$ cat src/rtl/idx_ea_pkg.sv
package idx_ea_pkg;

  localparam int unsigned ADDR_W = 32;
  localparam int unsigned EXT_W  = 16;
  localparam int unsigned RSEL_W = 3;
  localparam int unsigned D8_W   = 8;
  localparam int unsigned SELB_W = 7;   // bits 15:9 of the first word
  localparam int unsigned CTLB_W = 9;   // bits 8:0 of the first word

  typedef enum logic [2:0] {
    ST_IDLE = 3'd0,
    ST_BD   = 3'd1,
    ST_OD   = 3'd2,
    ST_FIN  = 3'd3,
    ST_MEM  = 3'd4
  } ea_state_e;

  typedef enum logic [1:0] {
    IND_NONE = 2'd0,
    IND_PRE  = 2'd1,
    IND_POST = 2'd2
  } ind_mode_e;

  typedef struct packed {
    logic      full;
    logic      base_sup;
    logic      idx_sup;
    logic [1:0] bd_words;
    logic [1:0] od_words;
    ind_mode_e mode;
    logic      illegal;
  } ext_dec_t;

  function automatic logic [ADDR_W-1:0] sext16(input logic [EXT_W-1:0] w);
    return {{(ADDR_W-EXT_W){w[EXT_W-1]}}, w};
  endfunction

  function automatic logic [ADDR_W-1:0] sext8(input logic [D8_W-1:0] b);
    return {{(ADDR_W-D8_W){b[D8_W-1]}}, b};
  endfunction

endpackage

$ cat src/rtl/idx_ea_rst_sync.sv
module idx_ea_rst_sync #(
  parameter int unsigned STAGES = 2
) (
  input  logic clk,
  input  logic rst_ni,
  output logic rst_no
);

  logic [STAGES-1:0] sync_q;

  generate
    if (STAGES == 1) begin : g_single
      always_ff @(posedge clk or negedge rst_ni) begin
        if (!rst_ni) sync_q <= 1'b0;
        else         sync_q <= 1'b1;
      end
    end else begin : g_chain
      always_ff @(posedge clk or negedge rst_ni) begin
        if (!rst_ni) sync_q <= '0;
        else         sync_q <= {sync_q[STAGES-2:0], 1'b1};
      end
    end
  endgenerate

  assign rst_no = sync_q[STAGES-1];

endmodule

$ cat src/rtl/idx_ea_decode.sv
module idx_ea_decode
  import idx_ea_pkg::*;
(
  input  logic [CTLB_W-1:0] ctl,   // bits 8:0 of the first word
  output ext_dec_t          dec
);

  always_comb begin
    dec      = '0;
    dec.mode = IND_NONE;
    dec.full = ctl[8];
    if (ctl[8]) begin
      dec.base_sup = ctl[7];
      dec.idx_sup  = ctl[6];
      unique case (ctl[5:4])
        2'b10:   dec.bd_words = 2'd1;
        2'b11:   dec.bd_words = 2'd2;
        default: dec.bd_words = 2'd0;
      endcase
      unique case (ctl[1:0])
        2'b10:   dec.od_words = 2'd1;
        2'b11:   dec.od_words = 2'd2;
        default: dec.od_words = 2'd0;
      endcase
      if (ctl[2:0] != 3'b000) begin
        dec.mode = ctl[2] ? IND_POST : IND_PRE;
      end
      dec.illegal = (ctl[5:4] == 2'b00) | ctl[3] |
                    (ctl[2:0] == 3'b100) | (ctl[6] & ctl[2]);
    end
  end

endmodule

$ cat src/rtl/idx_ea_index.sv
module idx_ea_index
  import idx_ea_pkg::*;
(
  input  logic [SELB_W-1:0] sel_bits,   // bits 15:9 of the first word
  input  logic [ADDR_W-1:0] dreg_data,
  input  logic [ADDR_W-1:0] areg_data,
  output logic [RSEL_W-1:0] reg_num,
  output logic [ADDR_W-1:0] scaled
);

  logic              use_areg;
  logic              long_idx;
  logic [1:0]        shift;
  logic [ADDR_W-1:0] raw;
  logic [ADDR_W-1:0] sized;

  assign use_areg = sel_bits[6];
  assign reg_num  = sel_bits[5:3];
  assign long_idx = sel_bits[2];
  assign shift    = sel_bits[1:0];

  always_comb begin
    raw    = use_areg ? areg_data : dreg_data;
    sized  = long_idx ? raw : sext16(raw[EXT_W-1:0]);
    scaled = sized << shift;
  end

endmodule

$ cat src/rtl/idx_ea_disp.sv
module idx_ea_disp
  import idx_ea_pkg::*;
(
  input  logic              clk,
  input  logic              rst_n,
  input  logic              init_en,
  input  logic [ADDR_W-1:0] init_val,
  input  logic              load_en,
  input  logic              first,
  input  logic              is_long,
  input  logic [EXT_W-1:0]  word,
  output logic [ADDR_W-1:0] value
);

  logic [ADDR_W-1:0] val_q;
  logic [ADDR_W-1:0] val_d;
  logic              val_en;

  always_comb begin
    val_d  = val_q;
    val_en = init_en | load_en;
    if (init_en) begin
      val_d = init_val;
    end else if (load_en) begin
      if (is_long && first)  val_d = {word, {EXT_W{1'b0}}};
      else if (is_long)      val_d = {val_q[ADDR_W-1:EXT_W], word};
      else                   val_d = sext16(word);
    end
  end

  always_ff @(posedge clk or negedge rst_n) begin
    if (!rst_n)      val_q <= '0;
    else if (val_en) val_q <= val_d;
  end

  assign value = val_q;

  // the second word of a long displacement leaves the high half in place
  a_r4_long_high_kept: assert property (@(posedge clk) disable iff (!rst_n)
    (load_en && !init_en && is_long && !first) |=>
      (value[ADDR_W-1:EXT_W] == $past(value[ADDR_W-1:EXT_W])));

endmodule

$ cat src/rtl/idx_ea_calc.sv
module idx_ea_calc
  import idx_ea_pkg::*;
#(
  parameter int unsigned SYNC_STAGES = 2
) (
  input  logic              clk,
  input  logic              rst_n,
  input  logic              ext_valid,
  input  logic [EXT_W-1:0]  ext_word,
  output logic              ext_ready,
  input  logic [ADDR_W-1:0] base_val,
  output logic [RSEL_W-1:0] idx_reg_num,
  input  logic [ADDR_W-1:0] dreg_data,
  input  logic [ADDR_W-1:0] areg_data,
  output logic              mem_req,
  output logic [ADDR_W-1:0] mem_addr,
  input  logic              mem_ack,
  input  logic [ADDR_W-1:0] mem_rdata,
  output logic [ADDR_W-1:0] ea_addr,
  output logic              ea_done,
  output logic              ea_illegal
);

  logic rst_s_n;

  idx_ea_rst_sync #(.STAGES(SYNC_STAGES)) u_rst (
    .clk    (clk),
    .rst_ni (rst_n),
    .rst_no (rst_s_n)
  );

  ext_dec_t dec;

  idx_ea_decode u_dec (
    .ctl (ext_word[CTLB_W-1:0]),
    .dec (dec)
  );

  logic [ADDR_W-1:0] idx_scaled;

  idx_ea_index u_idx (
    .sel_bits  (ext_word[EXT_W-1:CTLB_W]),
    .dreg_data (dreg_data),
    .areg_data (areg_data),
    .reg_num   (idx_reg_num),
    .scaled    (idx_scaled)
  );

  // sequencing state
  ea_state_e         state_q, state_d;
  logic [1:0]        cnt_q, cnt_d;
  logic              done_q, done_d;
  logic              ill_q, ill_d;

  // operands captured with the first word
  logic [ADDR_W-1:0] base_q, base_d;
  logic [ADDR_W-1:0] idx_q, idx_d;
  ind_mode_e         mode_q;
  logic [1:0]        od_words_q;
  logic              bd_long_q, od_long_q;
  logic              cap_en;

  // result
  logic [ADDR_W-1:0] ea_q, ea_d;
  logic              ea_en;

  // displacement assembly
  logic              disp_init;
  logic [ADDR_W-1:0] bd_init_val;
  logic              bd_load, od_load;
  logic [ADDR_W-1:0] bd_val, od_val;

  logic acc;

  assign ext_ready = (state_q == ST_IDLE) | (state_q == ST_BD) | (state_q == ST_OD);
  assign acc       = ext_valid & ext_ready;

  idx_ea_disp u_bd (
    .clk      (clk),
    .rst_n    (rst_s_n),
    .init_en  (disp_init),
    .init_val (bd_init_val),
    .load_en  (bd_load),
    .first    (cnt_q[1]),
    .is_long  (bd_long_q),
    .word     (ext_word),
    .value    (bd_val)
  );

  idx_ea_disp u_od (
    .clk      (clk),
    .rst_n    (rst_s_n),
    .init_en  (disp_init),
    .init_val ('0),
    .load_en  (od_load),
    .first    (cnt_q[1]),
    .is_long  (od_long_q),
    .word     (ext_word),
    .value    (od_val)
  );

  function automatic ea_state_e after_bd(input logic [1:0] od_words, input ind_mode_e mode);
    if (od_words != 2'd0)    return ST_OD;
    else if (mode != IND_NONE) return ST_MEM;
    else                     return ST_FIN;
  endfunction

  // next-state and datapath
  always_comb begin
    state_d     = state_q;
    cnt_d       = cnt_q;
    done_d      = 1'b0;
    ill_d       = 1'b0;
    cap_en      = 1'b0;
    ea_en       = 1'b0;
    ea_d        = ea_q;
    disp_init   = 1'b0;
    bd_load     = 1'b0;
    od_load     = 1'b0;
    base_d      = dec.base_sup ? '0 : base_val;
    idx_d       = dec.idx_sup  ? '0 : idx_scaled;
    bd_init_val = dec.full ? '0 : sext8(ext_word[D8_W-1:0]);

    unique case (state_q)
      ST_IDLE: begin
        if (acc) begin
          if (dec.illegal) begin
            ill_d = 1'b1;
          end else begin
            cap_en    = 1'b1;
            disp_init = 1'b1;
            if (!dec.full) begin
              state_d = ST_FIN;
              cnt_d   = 2'd0;
            end else if (dec.bd_words != 2'd0) begin
              state_d = ST_BD;
              cnt_d   = dec.bd_words;
            end else begin
              state_d = after_bd(dec.od_words, dec.mode);
              cnt_d   = dec.od_words;
            end
          end
        end
      end
      ST_BD: begin
        if (acc) begin
          bd_load = 1'b1;
          if (cnt_q == 2'd1) begin
            state_d = after_bd(od_words_q, mode_q);
            cnt_d   = od_words_q;
          end else begin
            cnt_d = cnt_q - 2'd1;
          end
        end
      end
      ST_OD: begin
        if (acc) begin
          od_load = 1'b1;
          if (cnt_q == 2'd1) begin
            state_d = (mode_q != IND_NONE) ? ST_MEM : ST_FIN;
            cnt_d   = 2'd0;
          end else begin
            cnt_d = cnt_q - 2'd1;
          end
        end
      end
      ST_FIN: begin
        done_d  = 1'b1;
        ea_en   = 1'b1;
        ea_d    = base_q + bd_val + idx_q;
        state_d = ST_IDLE;
      end
      ST_MEM: begin
        if (mem_ack) begin
          done_d  = 1'b1;
          ea_en   = 1'b1;
          ea_d    = mem_rdata + od_val + ((mode_q == IND_POST) ? idx_q : '0);
          state_d = ST_IDLE;
        end
      end
      default: begin
        state_d = ST_IDLE;
        cnt_d   = 2'd0;
      end
    endcase
  end

  assign mem_req  = (state_q == ST_MEM);
  assign mem_addr = base_q + bd_val + ((mode_q == IND_PRE) ? idx_q : '0);

  // registers
  always_ff @(posedge clk or negedge rst_s_n) begin
    if (!rst_s_n) begin
      state_q <= ST_IDLE;
      cnt_q   <= 2'd0;
      done_q  <= 1'b0;
      ill_q   <= 1'b0;
    end else begin
      state_q <= state_d;
      cnt_q   <= cnt_d;
      done_q  <= done_d;
      ill_q   <= ill_d;
    end
  end

  always_ff @(posedge clk or negedge rst_s_n) begin
    if (!rst_s_n) begin
      base_q     <= '0;
      idx_q      <= '0;
      mode_q     <= IND_NONE;
      od_words_q <= 2'd0;
      bd_long_q  <= 1'b0;
      od_long_q  <= 1'b0;
    end else if (cap_en) begin
      base_q     <= base_d;
      idx_q      <= idx_d;
      mode_q     <= dec.mode;
      od_words_q <= dec.od_words;
      bd_long_q  <= (dec.bd_words == 2'd2);
      od_long_q  <= (dec.od_words == 2'd2);
    end
  end

  always_ff @(posedge clk or negedge rst_s_n) begin
    if (!rst_s_n)   ea_q <= '0;
    else if (ea_en) ea_q <= ea_d;
  end

  assign ea_addr    = ea_q;
  assign ea_done    = done_q;
  assign ea_illegal = ill_q;

  // completion and reserved-encoding pulses never coincide
  a_r11_pulse_exclusive: assert property (@(posedge clk) disable iff (!rst_s_n)
    !(ea_done && ea_illegal));

  // done lasts exactly one cycle
  a_r11_done_single: assert property (@(posedge clk) disable iff (!rst_s_n)
    ea_done |=> !ea_done);

  // the block is idle and ready in the cycle of a done pulse
  a_r11_idle_on_done: assert property (@(posedge clk) disable iff (!rst_s_n)
    ea_done |-> (ext_ready && !mem_req));

  // after a reserved encoding the block is idle again
  a_r5_idle_after_illegal: assert property (@(posedge clk) disable iff (!rst_s_n)
    ea_illegal |-> (ext_ready && !mem_req));

  // a pending read holds its request and address
  a_r9_req_held: assert property (@(posedge clk) disable iff (!rst_s_n)
    (mem_req && !mem_ack) |=> (mem_req && $stable(mem_addr)));

  // no words are taken while the indirect read is outstanding
  a_r9_no_ready_in_read: assert property (@(posedge clk) disable iff (!rst_s_n)
    mem_req |-> !ext_ready);

endmodule

$ cat config.mk
export PLATFORM = sky130hd
export DESIGN_NAME = idx_ea_calc
export DESIGN_NICKNAME = d
export VERILOG_FILES = /design/src/rtl/idx_ea_pkg.sv /design/src/rtl/idx_ea_rst_sync.sv /design/src/rtl/idx_ea_decode.sv /design/src/rtl/idx_ea_index.sv /design/src/rtl/idx_ea_disp.sv /design/src/rtl/idx_ea_calc.sv
export SDC_FILE = /design/constraint.sdc
export NUM_CORES = 1
export LEC_CHECK = 0
export BUFFER_PORTS_ARGS = -buffer_cell sky130_fd_sc_hd__buf_4
export CORE_MARGIN = 3
export CORE_UTILIZATION = 50
export DETAILED_ROUTE_END_ITERATION = 6
export GPL_ROUTABILITY_DRIVEN = 1
export PLACE_DENSITY = 0.71
export SKIP_LAST_GASP = 1
export SYNTH_ARGS = -nofsm -noshare
export SYNTH_HDL_FRONTEND = slang
export SYNTH_SLANG_ARGS = --single-unit
$ cat constraint.sdc
create_clock -name clk -period 9.75 [get_ports clk]
set_input_delay 1.95 -clock clk [delete_from_list [all_inputs] [get_ports clk]]
set_output_delay 1.95 -clock clk [all_outputs]
set_load 0.05 [all_outputs]
==> results.yml <==
place:
  portBuffers: 218
  dp_hpwl_um: 37600
  dp_worst_setup_slack_ns: 2.62
  place_congestion: 0.957
  dp_cells: 2417
layout:
  diodes: 0
  fin_util_pct: 58.9
  fin_cells: 2449
  final_nets: 2352
  layout-drive-gt1-share_pct: 15.1
  syn2layout_area_growth_pct: 15.5
  fill_cells: 2808
clock_tree:
  cts_hold_buf: 0
  ctsResizeCount: 0
  clk_pin_slew_ns: 0.07
  cts_buffer_depth: 2
  cts_tree: "done"
  clk_latency_ns: 0.45
  clockRootBuffer: "clkbuf_16"
  cts-buffers-inserted: 17
  clock_sinks: 175
  cts_setup_buffers: 0
  h-tree-depth: 4
grt:
  track_usage_pct: 29.3
  grtUsageMet3_pct: 4.50
  grt_pass1_vias: 14100
  grt_max_degree: 77
  top_usage_layer: "met2"
  grt-ovfl-total: 0
  antenna_found_initial: 0
  grt_pass1_wl_um: 77300
  grt.met2_usage_pct: 45.9
  use_met1_pct: 42.2
critical_path:
  regToRegSetupSlack_ns: 3.85
  cp-end-kind: "output port"
  crit_type: "reg -> out"
  required_ns: 7.80
  worstPathArrival_ns: 5.68
  critPathLaunchType: "flip-flop"
  worstPathMaxFanout: 8
yosys:
  synth.net_count: 2208
  syn_area_mm2: 0.0157
  synth_ff_type: "dfrtp_1"
  async_flop_share_pct: 100
  ys_types: 74
  avgSynthCellArea_um2: 8.29
  synth_warnings: 0
  synth_edf_count: 0
  synthCells: 1896
  ys_ff_latch: 175
  synth-seq-area-share_pct: 27.8
detailed_routing:
  wl_per_cell_um: 20.2
  drc: 0
  drtIter0Drc: 1100
  avgViaCountPerCell: 5.96
  dr.pass1.iters: 6
  num_vias: 14600
  antenna_left: 0
  wirelength_um: 49400
timing:
  fmax_mhz: 131
  rsz0062_at_grt: "no"
  finalSetupViolCount: 0
  finClkSkew_ns: 0.0154
  tns_ns: 0
  hold_violations: 0
  drv_slew: 0
  slew-limit-headroom_pct: 16.6
  finalCritPeriodShare_pct: 78.2
  tightest_slew_ns: 1.25
  timing.final.ws_setup_ns: 2.12
  period_needed_ns: 7.63
floorplanning:
  dieArea_mm2: 0.0336
  num_rows: 64
  core_area_mm2: 0.0308
  start_util_pct: 51.0
  pin_count: 219
  die_w_um: 183
  dieHeight_um: 183
worst_hold_path:
  hold_path.class: "reg -> async"
flow_run:
  maxCapViolCount: 0
run_status:
  status: "completed"
## state kept, by name (all words and copies together), names as in the netlist
name / count
base_q: 32
bd_long_q: 1
cnt_q: 2
ea_addr: 32
ea_done: 1
ea_illegal: 1
idx_q: 32
mode_q: 2
od_long_q: 1
od_words_q: 2
state_q: 3
u_bd.value: 32
u_od.value: 32
u_rst.sync_q: 2
## layout by cell type, fill, tap and decap left out, drive strengths merged, types with 69 or more instances in the layout
cell     n
and2    69
a21oi  214
buf    230
ha     129
nor2   136
nand3   88
xnor2   87
o21ai  113
dfrtp  175
nand2  243
## synthesized netlist by cell type (all sizes together) (46+ instances only)
master / instances / area [µm²]
dfrtp: 175 / 4380
o21ai: 113 / 569
ha: 129 / 1610
clkbuf: 91 / 342
inv: 46 / 173
nand3: 88 / 440
nor2: 136 / 510
a21o: 49 / 368
xnor2: 87 / 769
and2: 69 / 432
nand2: 243 / 912
a21oi: 214 / 1070
## cells by family (layout without fill, tap and decap cells)
group                    Yosys count  count (layout)  share of synthesized area [%]
flip-flops                       175             175                           27.8
AND/OR/NAND/NOR                  651             651                           19.0
AO/OA/AOI/OAI                    568             568                           22.5
XOR/XNOR                         120             120                           6.82
multiplexers                      63              63                           5.31
adder cells (fa/ha/maj)          164             164                           14.7
buffers and inverters            154             311                           3.75
other                              1               1                         0.0238
## per-stage QoR
| step | hold slack, ns | instance area (µm²) |
|---|---|---|
| after floorplan | 0.331 | 15700 |
| after global placement | 0.296 | 17600 |
| after detailed placement | 0.298 | 17600 |
| after CTS | 0.305 | 18200 |
| after global routing | 0.330 | 18200 |
| final | 0.279 | 18200 |
## worst paths after layout
kind | startpoint | endpoint | cells past startpoint
setup / recovery | base_q[0]$_DFFE_PN0P_ | mem_addr[29] | 21
hold / removal | u_rst.sync_q[1]$_DFF_PN0_ | base_q[30]$_DFFE_PN0P_ | 0
setup reg to reg | base_q[0]$_DFFE_PN0P_ | ea_addr[31]$_DFFE_PN0P_ | 21
hold reg to reg | u_rst.sync_q[1]$_DFF_PN0_ | base_q[30]$_DFFE_PN0P_ | 0
max in group asynchronous | u_rst.sync_q[1]$_DFF_PN0_ | idx_q[0]$_DFFE_PN0P_ | 2
min in group clk | u_rst.sync_q[0]$_DFF_PN0_ | u_rst.sync_q[1]$_DFF_PN0_ | 0
## routing by layer
layer  up-vias  share of wire, %  wire, µm
li1       7078                 -         -
met1      6908                46     22600
met2       547                44     21800
met3        65               7.5      3690
met4         0               2.5      1230
met5         -                 0         0
## area by class of cell
class                      count  area [µm²]  area share, %
timing repair buffer         230        1730           9.51
multi-input combinational   1567       10800           59.4
tap                          396         495           2.73
clock buffer                  18         429           2.36
inverter                      49         184           1.01
sequential                   175        4380           24.1
clock inverter                14         154          0.848
## worst max-delay path: stages (launching register included)
cell and delay [ns]:
dfrtp_1 0.38, ha_1 0.25, fa_1 0.41, a21o_1 0.17, a21oi_1 0.25, o21ai_0 0.11
and3_1 0.22, a31oi_1 0.26, o21a_1 0.22, o21bai_1 0.07, a21oi_1 0.17, xnor2_1 0.22
ha_1 0.39, a21oi_1 0.16, nand2_1 0.06, o41ai_1 0.62, o31ai_1 0.22, a21oi_1 0.31
a31oi_1 0.17, a31oi_1 0.22, xnor2_1 0.14, buf_4 0.22
Power is left out: the tool's default activity adds up to more than one toggle a clock period on the data nets, which glitch-free logic cannot reach.
